[config.mk]
export PLATFORM = sky130hd
export DESIGN_NAME = sysmat_top
export DESIGN_NICKNAME = d
export VERILOG_FILES = /design/src/rtl/sysmat_pkg.sv /design/src/rtl/sysmat_skew.sv /design/src/rtl/sysmat_feeder.sv /design/src/rtl/sysmat_cell.sv /design/src/rtl/sysmat_top.sv
export SDC_FILE = /design/constraint.sdc
export NUM_CORES = 1
export LEC_CHECK = 0
export BUFFER_PORTS_ARGS = -buffer_cell sky130_fd_sc_hd__buf_4
export CORE_UTILIZATION = 57
export CTS_BUF_LIST = sky130_fd_sc_hd__clkbuf_8 sky130_fd_sc_hd__clkbuf_16
export CTS_CLUSTER_DIAMETER = 80
export DETAILED_ROUTE_END_ITERATION = 10
export GPL_ROUTABILITY_DRIVEN = 0
export PLACE_DENSITY = 0.75
export SYNTH_ARGS = -nofsm -noshare
export SYNTH_HDL_FRONTEND = slang
export SYNTH_SLANG_ARGS = --single-unit
[constraint.sdc]
create_clock -name clk -period 10.5 [get_ports clk]
set_input_delay 2.1 -clock clk [delete_from_list [all_inputs] [get_ports clk]]
set_output_delay 2.1 -clock clk [all_outputs]
set_load 0.01 [all_outputs]
[src/rtl/sysmat_pkg.sv]
package sysmat_pkg;

  typedef enum logic [1:0] {
    PH_IDLE = 2'd0,
    PH_RUN  = 2'd1,
    PH_DONE = 2'd2
  } phase_e;

  // Step index of the last accumulating cycle: the final operand pair
  // needs (N-1) feed steps, (N-1) skew stages and (N-1) hops.
  function automatic int last_step(input int n);
    return 3 * n - 3;
  endfunction

endpackage

[src/rtl/sysmat_skew.sv]
module sysmat_skew #(
  parameter int W     = 4,
  parameter int DEPTH = 1
) (
  input  logic         clk,
  input  logic         rst_n,
  input  logic         clr_i,
  input  logic [W-1:0] d_i,
  output logic [W-1:0] q_o
);

  logic [W-1:0] st_q [DEPTH];
  logic [W-1:0] st_d [DEPTH];

  always_comb begin
    if (clr_i) begin
      for (int s = 0; s < DEPTH; s++) st_d[s] = '0;
    end else begin
      st_d[0] = d_i;
      for (int s = 1; s < DEPTH; s++) st_d[s] = st_q[s-1];
    end
  end

  always_ff @(posedge clk or negedge rst_n) begin
    if (!rst_n) begin
      for (int s = 0; s < DEPTH; s++) st_q[s] <= '0;
    end else begin
      for (int s = 0; s < DEPTH; s++) st_q[s] <= st_d[s];
    end
  end

  assign q_o = st_q[DEPTH-1];

endmodule

[src/rtl/sysmat_feeder.sv]
module sysmat_feeder
  import sysmat_pkg::*;
#(
  parameter int N   = 2,
  parameter int OPW = 4
) (
  input  logic             clk,
  input  logic             rst_n,
  input  logic             start_i,
  input  logic [N*N*OPW-1:0] a_mat_i,
  input  logic [N*N*OPW-1:0] b_mat_i,
  output logic [N*OPW-1:0] a_row_o,
  output logic [N*OPW-1:0] b_col_o,
  output logic             clr_o,
  output logic             acc_en_o,
  output logic             done_o
);

  localparam int LAST = last_step(N);
  localparam int CW   = $clog2(LAST + 1) + 1;
  localparam int EL   = N * N;

  phase_e          phase_q, phase_d;
  logic [CW-1:0]   step_q, step_d;
  logic [OPW-1:0]  a_hold_q [EL];
  logic [OPW-1:0]  a_hold_d [EL];
  logic [OPW-1:0]  b_hold_q [EL];
  logic [OPW-1:0]  b_hold_d [EL];
  logic [OPW-1:0]  row_raw  [N];
  logic [OPW-1:0]  col_raw  [N];

  // Next state: sequencing and operand capture
  always_comb begin
    phase_d = phase_q;
    step_d  = step_q;
    for (int e = 0; e < EL; e++) begin
      a_hold_d[e] = a_hold_q[e];
      b_hold_d[e] = b_hold_q[e];
    end
    if (start_i) begin
      phase_d = PH_RUN;
      step_d  = '0;
      for (int e = 0; e < EL; e++) begin
        a_hold_d[e] = a_mat_i[e*OPW +: OPW];
        b_hold_d[e] = b_mat_i[e*OPW +: OPW];
      end
    end else if (phase_q == PH_RUN) begin
      if (step_q == CW'(LAST)) phase_d = PH_DONE;
      else                     step_d  = step_q + 1'b1;
    end
  end

  always_ff @(posedge clk or negedge rst_n) begin
    if (!rst_n) begin
      phase_q <= PH_IDLE;
      step_q  <= '0;
      for (int e = 0; e < EL; e++) begin
        a_hold_q[e] <= '0;
        b_hold_q[e] <= '0;
      end
    end else begin
      phase_q <= phase_d;
      step_q  <= step_d;
      for (int e = 0; e < EL; e++) begin
        a_hold_q[e] <= a_hold_d[e];
        b_hold_q[e] <= b_hold_d[e];
      end
    end
  end

  // Unskewed streams: element k of each row/column at step k, zero otherwise
  always_comb begin
    for (int r = 0; r < N; r++) begin
      row_raw[r] = '0;
      col_raw[r] = '0;
      if (phase_q == PH_RUN && step_q < CW'(N)) begin
        row_raw[r] = a_hold_q[r*N + int'(step_q)];
        col_raw[r] = b_hold_q[int'(step_q)*N + r];
      end
    end
  end

  // Staircase skew: row/column r is delayed by r cycles
  for (genvar r = 0; r < N; r++) begin : g_skew
    if (r == 0) begin : g_direct
      assign a_row_o[r*OPW +: OPW] = row_raw[r];
      assign b_col_o[r*OPW +: OPW] = col_raw[r];
    end else begin : g_delay
      sysmat_skew #(.W(OPW), .DEPTH(r)) u_sk_a (
        .clk   (clk),
        .rst_n (rst_n),
        .clr_i (start_i),
        .d_i   (row_raw[r]),
        .q_o   (a_row_o[r*OPW +: OPW])
      );
      sysmat_skew #(.W(OPW), .DEPTH(r)) u_sk_b (
        .clk   (clk),
        .rst_n (rst_n),
        .clr_i (start_i),
        .d_i   (col_raw[r]),
        .q_o   (b_col_o[r*OPW +: OPW])
      );
    end
  end

  assign clr_o    = start_i;
  assign acc_en_o = (phase_q == PH_RUN);
  assign done_o   = (phase_q == PH_DONE);

  // done remains high until a new start
  assert_done_hold_R3: assert property (@(posedge clk) disable iff (!rst_n)
    done_o && !start_i |=> done_o);

  // the step counter never runs past the last accumulating step
  assert_step_bound_R3: assert property (@(posedge clk) disable iff (!rst_n)
    acc_en_o |-> step_q <= CW'(LAST));

  // a start always drops done on the following cycle
  assert_start_drops_done_R4: assert property (@(posedge clk) disable iff (!rst_n)
    start_i |=> !done_o);

endmodule

[src/rtl/sysmat_cell.sv]
module sysmat_cell #(
  parameter int OPW  = 4,
  parameter int ACCW = 8
) (
  input  logic            clk,
  input  logic            rst_n,
  input  logic            clr_i,
  input  logic            en_i,
  input  logic [OPW-1:0]  a_i,
  input  logic [OPW-1:0]  b_i,
  output logic [OPW-1:0]  a_o,
  output logic [OPW-1:0]  b_o,
  output logic [ACCW-1:0] acc_o
);

  localparam int PW = 2 * OPW;
  localparam int SW = (ACCW > PW) ? ACCW : PW;

  logic [ACCW-1:0] acc_q, acc_d;
  logic [OPW-1:0]  a_q, a_d, b_q, b_d;
  logic [PW-1:0]   prod;
  logic [SW-1:0]   sum_w;

  always_comb begin
    prod  = PW'(a_i) * PW'(b_i);
    sum_w = SW'(acc_q) + SW'(prod);
    a_d   = clr_i ? '0 : a_i;
    b_d   = clr_i ? '0 : b_i;
    if (clr_i)     acc_d = '0;
    else if (en_i) acc_d = sum_w[ACCW-1:0];
    else           acc_d = acc_q;
  end

  always_ff @(posedge clk or negedge rst_n) begin
    if (!rst_n) begin
      acc_q <= '0;
      a_q   <= '0;
      b_q   <= '0;
    end else begin
      acc_q <= acc_d;
      a_q   <= a_d;
      b_q   <= b_d;
    end
  end

  assign a_o   = a_q;
  assign b_o   = b_q;
  assign acc_o = acc_q;

  // clear forces the accumulator to zero on the next cycle
  assert_acc_cleared_R4: assert property (@(posedge clk) disable iff (!rst_n)
    clr_i |=> acc_o == '0);

  // with accumulation disabled the sum is held
  assert_acc_hold_R9: assert property (@(posedge clk) disable iff (!rst_n)
    !en_i && !clr_i |=> $stable(acc_o));

endmodule

[src/rtl/sysmat_top.sv]
module sysmat_top #(
  parameter int N    = 2,
  parameter int OPW  = 4,
  parameter int ACCW = 8
) (
  input  logic                  clk,
  input  logic                  rst_n,
  input  logic                  start,
  input  logic [N*N*OPW-1:0]    a_mat_i,
  input  logic [N*N*OPW-1:0]    b_mat_i,
  output logic [N*N*ACCW-1:0]   c_mat_o,
  output logic                  done_o,
  output logic [N*OPW-1:0]      a_east_o,
  output logic [N*OPW-1:0]      b_south_o
);

  logic [N*OPW-1:0] a_left, b_top;
  logic             clr, acc_en;
  logic [OPW-1:0]   a_h [N][N+1];
  logic [OPW-1:0]   b_v [N+1][N];

  sysmat_feeder #(.N(N), .OPW(OPW)) u_feed (
    .clk      (clk),
    .rst_n    (rst_n),
    .start_i  (start),
    .a_mat_i  (a_mat_i),
    .b_mat_i  (b_mat_i),
    .a_row_o  (a_left),
    .b_col_o  (b_top),
    .clr_o    (clr),
    .acc_en_o (acc_en),
    .done_o   (done_o)
  );

  for (genvar i = 0; i < N; i++) begin : g_edge
    assign a_h[i][0] = a_left[i*OPW +: OPW];
    assign b_v[0][i] = b_top[i*OPW +: OPW];
    assign a_east_o[i*OPW +: OPW]  = a_h[i][N];
    assign b_south_o[i*OPW +: OPW] = b_v[N][i];
  end

  for (genvar i = 0; i < N; i++) begin : g_row
    for (genvar j = 0; j < N; j++) begin : g_col
      sysmat_cell #(.OPW(OPW), .ACCW(ACCW)) u_cell (
        .clk   (clk),
        .rst_n (rst_n),
        .clr_i (clr),
        .en_i  (acc_en),
        .a_i   (a_h[i][j]),
        .b_i   (b_v[i][j]),
        .a_o   (a_h[i][j+1]),
        .b_o   (b_v[i+1][j]),
        .acc_o (c_mat_o[(i*N+j)*ACCW +: ACCW])
      );
    end
  end

  // results are frozen while done is high and no restart comes
  assert_result_hold_R9: assert property (@(posedge clk) disable iff (!rst_n)
    done_o && !start |=> $stable(c_mat_o));

  // done and accumulation never overlap
  assert_done_excl_R3: assert property (@(posedge clk) disable iff (!rst_n)
    !(done_o && acc_en));

endmodule

==> qor.csv <==
stage,metric,value,unit
worst_setup_path,crit_slowest_cell,fa_1,
worst_setup_path,path_common_cell,fa_1,
pwr,total_switching_power,662,uW
clocking,clock_sink_count,109,
global_route,grt_start_max_net_pins,74,
synth,netlist.area_leader.share,38.6,%
worst_setup_path,crit_path_max_incr_delay,540,ps
floorplan,chipHeight,113,um
worst_setup_path,critical_path.n_buffers_inverters,2,
sta,timing.fmax,247,MHz
routing,detail_route.drc_violations,0,
floorplan,floorplan.initialDensity,58.6,%
clocking,total_cts_buffers,9,
synth,synth_cell_type_count,39,
synth,synth_area_per_cell,10.4,um^2
worst_setup_path,cp_data_required_time,10700,ps
synth,ys_ff_latch,109,
pwr,p_clk_share,21.1,%
routing,highest_layer,met4,
finish,finish.cell_count_without_fillers,910,
global_route,number_of_global_route_vias_before_repair,4946,
routing,drt_pass1_iterations,4,
worst_hold_path,hold_class,reg2reg,
synth,postSynthNetCount,810,
status,run_status,"complete, no violations",
sta,post-route-period-util,38.6,%
worst_setup_path,regToRegEndpoint,g_row[0].g_col[0].u_cell.acc_o[7],
global_route,antenna_found_initial,0,
clocking,ctsLongestPathBuffers,2,
pwr,static_leakage_power,0.00409,uW
worst_setup_path,critical_path.endpoint,g_row[0].g_col[0].u_cell.acc_o[7],
clocking,hold_buffers,0,
finish,layout.cells.most_common_list,"109 x dfrtp_1, 108 x inv_1, 87 x buf_4, 62 x ha_1, 44 x nand2_1",
worst_setup_path,timing.reg2reg.worst_path_depth,13,
routing,met3_length,562,um
worst_setup_path,reg2reg_from,u_feed.step_q[0],
worst_setup_path,crit_chain,buf_4 > nor2b_1 > a32o_1 > nand2_1 > fa_1 > fa_1 > fa_1 > inv_1 > ha_1 > a211oi_1 > o21ai_0 > xnor2_1 > o21ai_0,
clocking,post-cts-setup-buffer-count,0,
worst_setup_path,arrival,4260,ps
job,cap_violations,0,
sta,final_hold_viol_count,0,
routing,drt-met1-wl,6.18,mm
finish,num_antenna_cells,0,
synth,ys_seq_area_share,38.6,%
sta,finalClockSkew,11.4,ps
clocking,worstSkewPairLatency,360,ps
synth,postSynthCellCount,677,
sta,period_minus_slack,4050,ps
finish,fill_cells,948,
pwr,power_switching_share,39.9,%
pwr,internal_power,997,uW
placed_design,post-dp-hpwl,10.7,mm
pwr,seq_power_share,35.7,%
clocking,post_cts_resized,0,
sta,rsz0062_at_grt,no,
floorplan,die-area,12800,um^2
global_route,grtUsageTotal,23.8,%
synth,post_synth_instance_area,7070,um^2
sta,report.final.setup_viol,0,
placed_design,dp_cells,894,
synth,netlist_top_cells_area,"dfrtp_1 39%, ha_1 11%, fa_1 10%, inv_1 5.7%, mux2_2 5.1%",
clocking,clock_tree_from_tritoncts,yes,
routing,dr.first_iter.drc_count,212,
worst_setup_path,path_length_in_cells_of_the_critical_path,13,
pwr,combPwrFrac,43.2,%
synth,synthesis.yosys.warnings,0,
global_route,gr-total-overflow,0,
sta,final.hold.worst_slack,507,ps
worst_setup_path,timing.critical_path.max_delay_family,adder cells,
routing,met2_wirelength,7.17,mm
routing,postRouteWirelength,14.1,mm
clocking,cts.reportedPaths.clkPinSlew,80,ps
finish,layout_area_overhead,13.5,%
routing,detail_route.vias_per_cell,5.36,
pwr,power_density,207,nW/um^2
sta,finalMaxSlewViolations,0,
floorplan,core_area,12100,um^2
worst_setup_path,r2r_slack,6450,ps
worst_setup_path,critPathMaxFanout,41,
routing,dr_total_vias,4882,
placed_design,place.port_buffers,83,
floorplan,die_wd,113,um
routing,drtAntennaViolNets,0,
clocking,htree_num_levels,3,
finish,fin_nets,870,
worst_setup_path,timing.critical_path.to_type,flop,
clocking,root_buffer,clkbuf_16,
worst_setup_path,category_of_the_most_critical_setup_path,reg2reg,
synth,synthDominantAreaCellType,dfrtp_1,
floorplan,row_count,40,
floorplan,design.portCount,84,
worst_setup_path,cp-start-kind,flop,
finish,drive_above_1_share,18.5,%
sta,worst-slew-pin-transition,894,ps
routing,detail_route.wl_per_cell,15.5,um
finish,commonest_non_fill_non_tap_cell_in_the_layout,dfrtp_1,
sta,max-slew-margin-rel,40.4,%
worst_setup_path,crit_start,u_feed.step_q[0],
sta,setup_tns,0,ps
pwr,vdd.ir_drop.worst,0.107,mV
global_route,wire_length_of_the_first_global_routing_pass,23.8,mm
sequential cells by signal (all words and copies together) (netlist names):
register / count
u_feed.g_skew.g_delay.u_sk_b.q_o: 4
g_row.g_col.u_cell.b_o: 16
u_feed.step_q: 3
u_feed.b_hold_q: 16
u_feed.phase_q: 2
u_feed.a_hold_q: 16
g_row.g_col.u_cell.a_o: 16
u_feed.g_skew.g_delay.u_sk_a.q_o: 4
g_row.g_col.u_cell.acc_o: 32
routing by layer:
metal	vias up	global-route usage, %
met5	-	0
met4	0	8.68
met3	17	3.86
met2	123	40.9
met1	2405	30.5
li1	2337	-
synth_stat cells (all sizes together):
master	instances
a22o	13
o31ai	3
nand2b	2
xnor3	3
a32oi	9
nor3b	1
nand2	44
a31oi	3
o21bai	4
mux2	32
nor2	28
a32o	6
o211a	3
mux2i	14
o311ai	3
clkbuf	14
buf	24
o211ai	5
dfrtp	109
or3	3
nor4	4
a21o	2
nand3	12
nand3b	3
or3b	1
xor2	9
and2	30
nor3	4
o21ai	18
inv	108
fa	36
a211oi	2
a21oi	20
o21a	3
xnor2	8
nor2b	32
ha	62
power by group through the flow:
stage                     combinational [uW]  clock, uW  sequential [uW]
after floorplan                          532          0              578
after global placement                   689          0              596
after detailed placement                 717          0              599
after CTS                                724        357              592
after global routing                     813        372              605
final                                    717        350              593
worst reg2reg max path, stage by stage (launching register included):
cell,delay [ps]
dfrtp_1,360
buf_4,270
nor2b_1,330
a32o_1,170
nand2_1,80
fa_1,540
fa_1,510
fa_1,510
inv_1,40
ha_1,360
a211oi_1,290
o21ai_0,160
xnor2_1,170
o21ai_0,90
how the worst min path moves through the flow:
stage / from / end / slack (ps) / cells past startpoint
finish: u_feed.a_hold_q[4] / u_feed.a_hold_q[4] / 510 / 1
global route: u_feed.b_hold_q[1] / u_feed.b_hold_q[1] / 520 / 1
CTS: u_feed.a_hold_q[1] / u_feed.a_hold_q[1] / 510 / 1
detailed placement: u_feed.b_hold_q[1] / u_feed.b_hold_q[1] / 500 / 1
global placement: u_feed.a_hold_q[2] / u_feed.a_hold_q[2] / 490 / 1
floorplan: u_feed.a_hold_q[12] / u_feed.a_hold_q[12] / 470 / 1
logic make-up after synthesis:
kind of cell	count (synthesis)	synth area share (%)
buf+inv	146	8.93
flops	109	38.6
simple gates	164	11.8
fa+ha+maj	98	21.2
xor+xnor	20	3.06
mux	46	7.08
compound gates	94	9.35
stage by stage:
step           power, uW  instance area, um^2  setup slack, ps  util [%]
2_1_floorplan       1110                 7070             6970         -
3_3_place_gp        1280                 7710             6450      63.9
3_5_place_dp        1320                 7710             6380      63.9
4_1_cts             1670                 8020             6460      66.5
5_1_grt             1790                 8020             6240      66.5
6_report            1660                 8020             6450      66.5
cell type report:
type                            count  area, um^2  share of cell area, %
Clock inverter                      6        72.6                  0.905
Tap cell                          168         210                   2.62
Inverter                          108         405                   5.05
Timing Repair Buffer               87         653                   8.14
Clock buffer                       10         239                   2.98
Multi-Input combinational cell    422        3710                   46.3
Sequential cell                   109        2730                   34.0
Note: power is estimated with default switching activity, not from simulation.
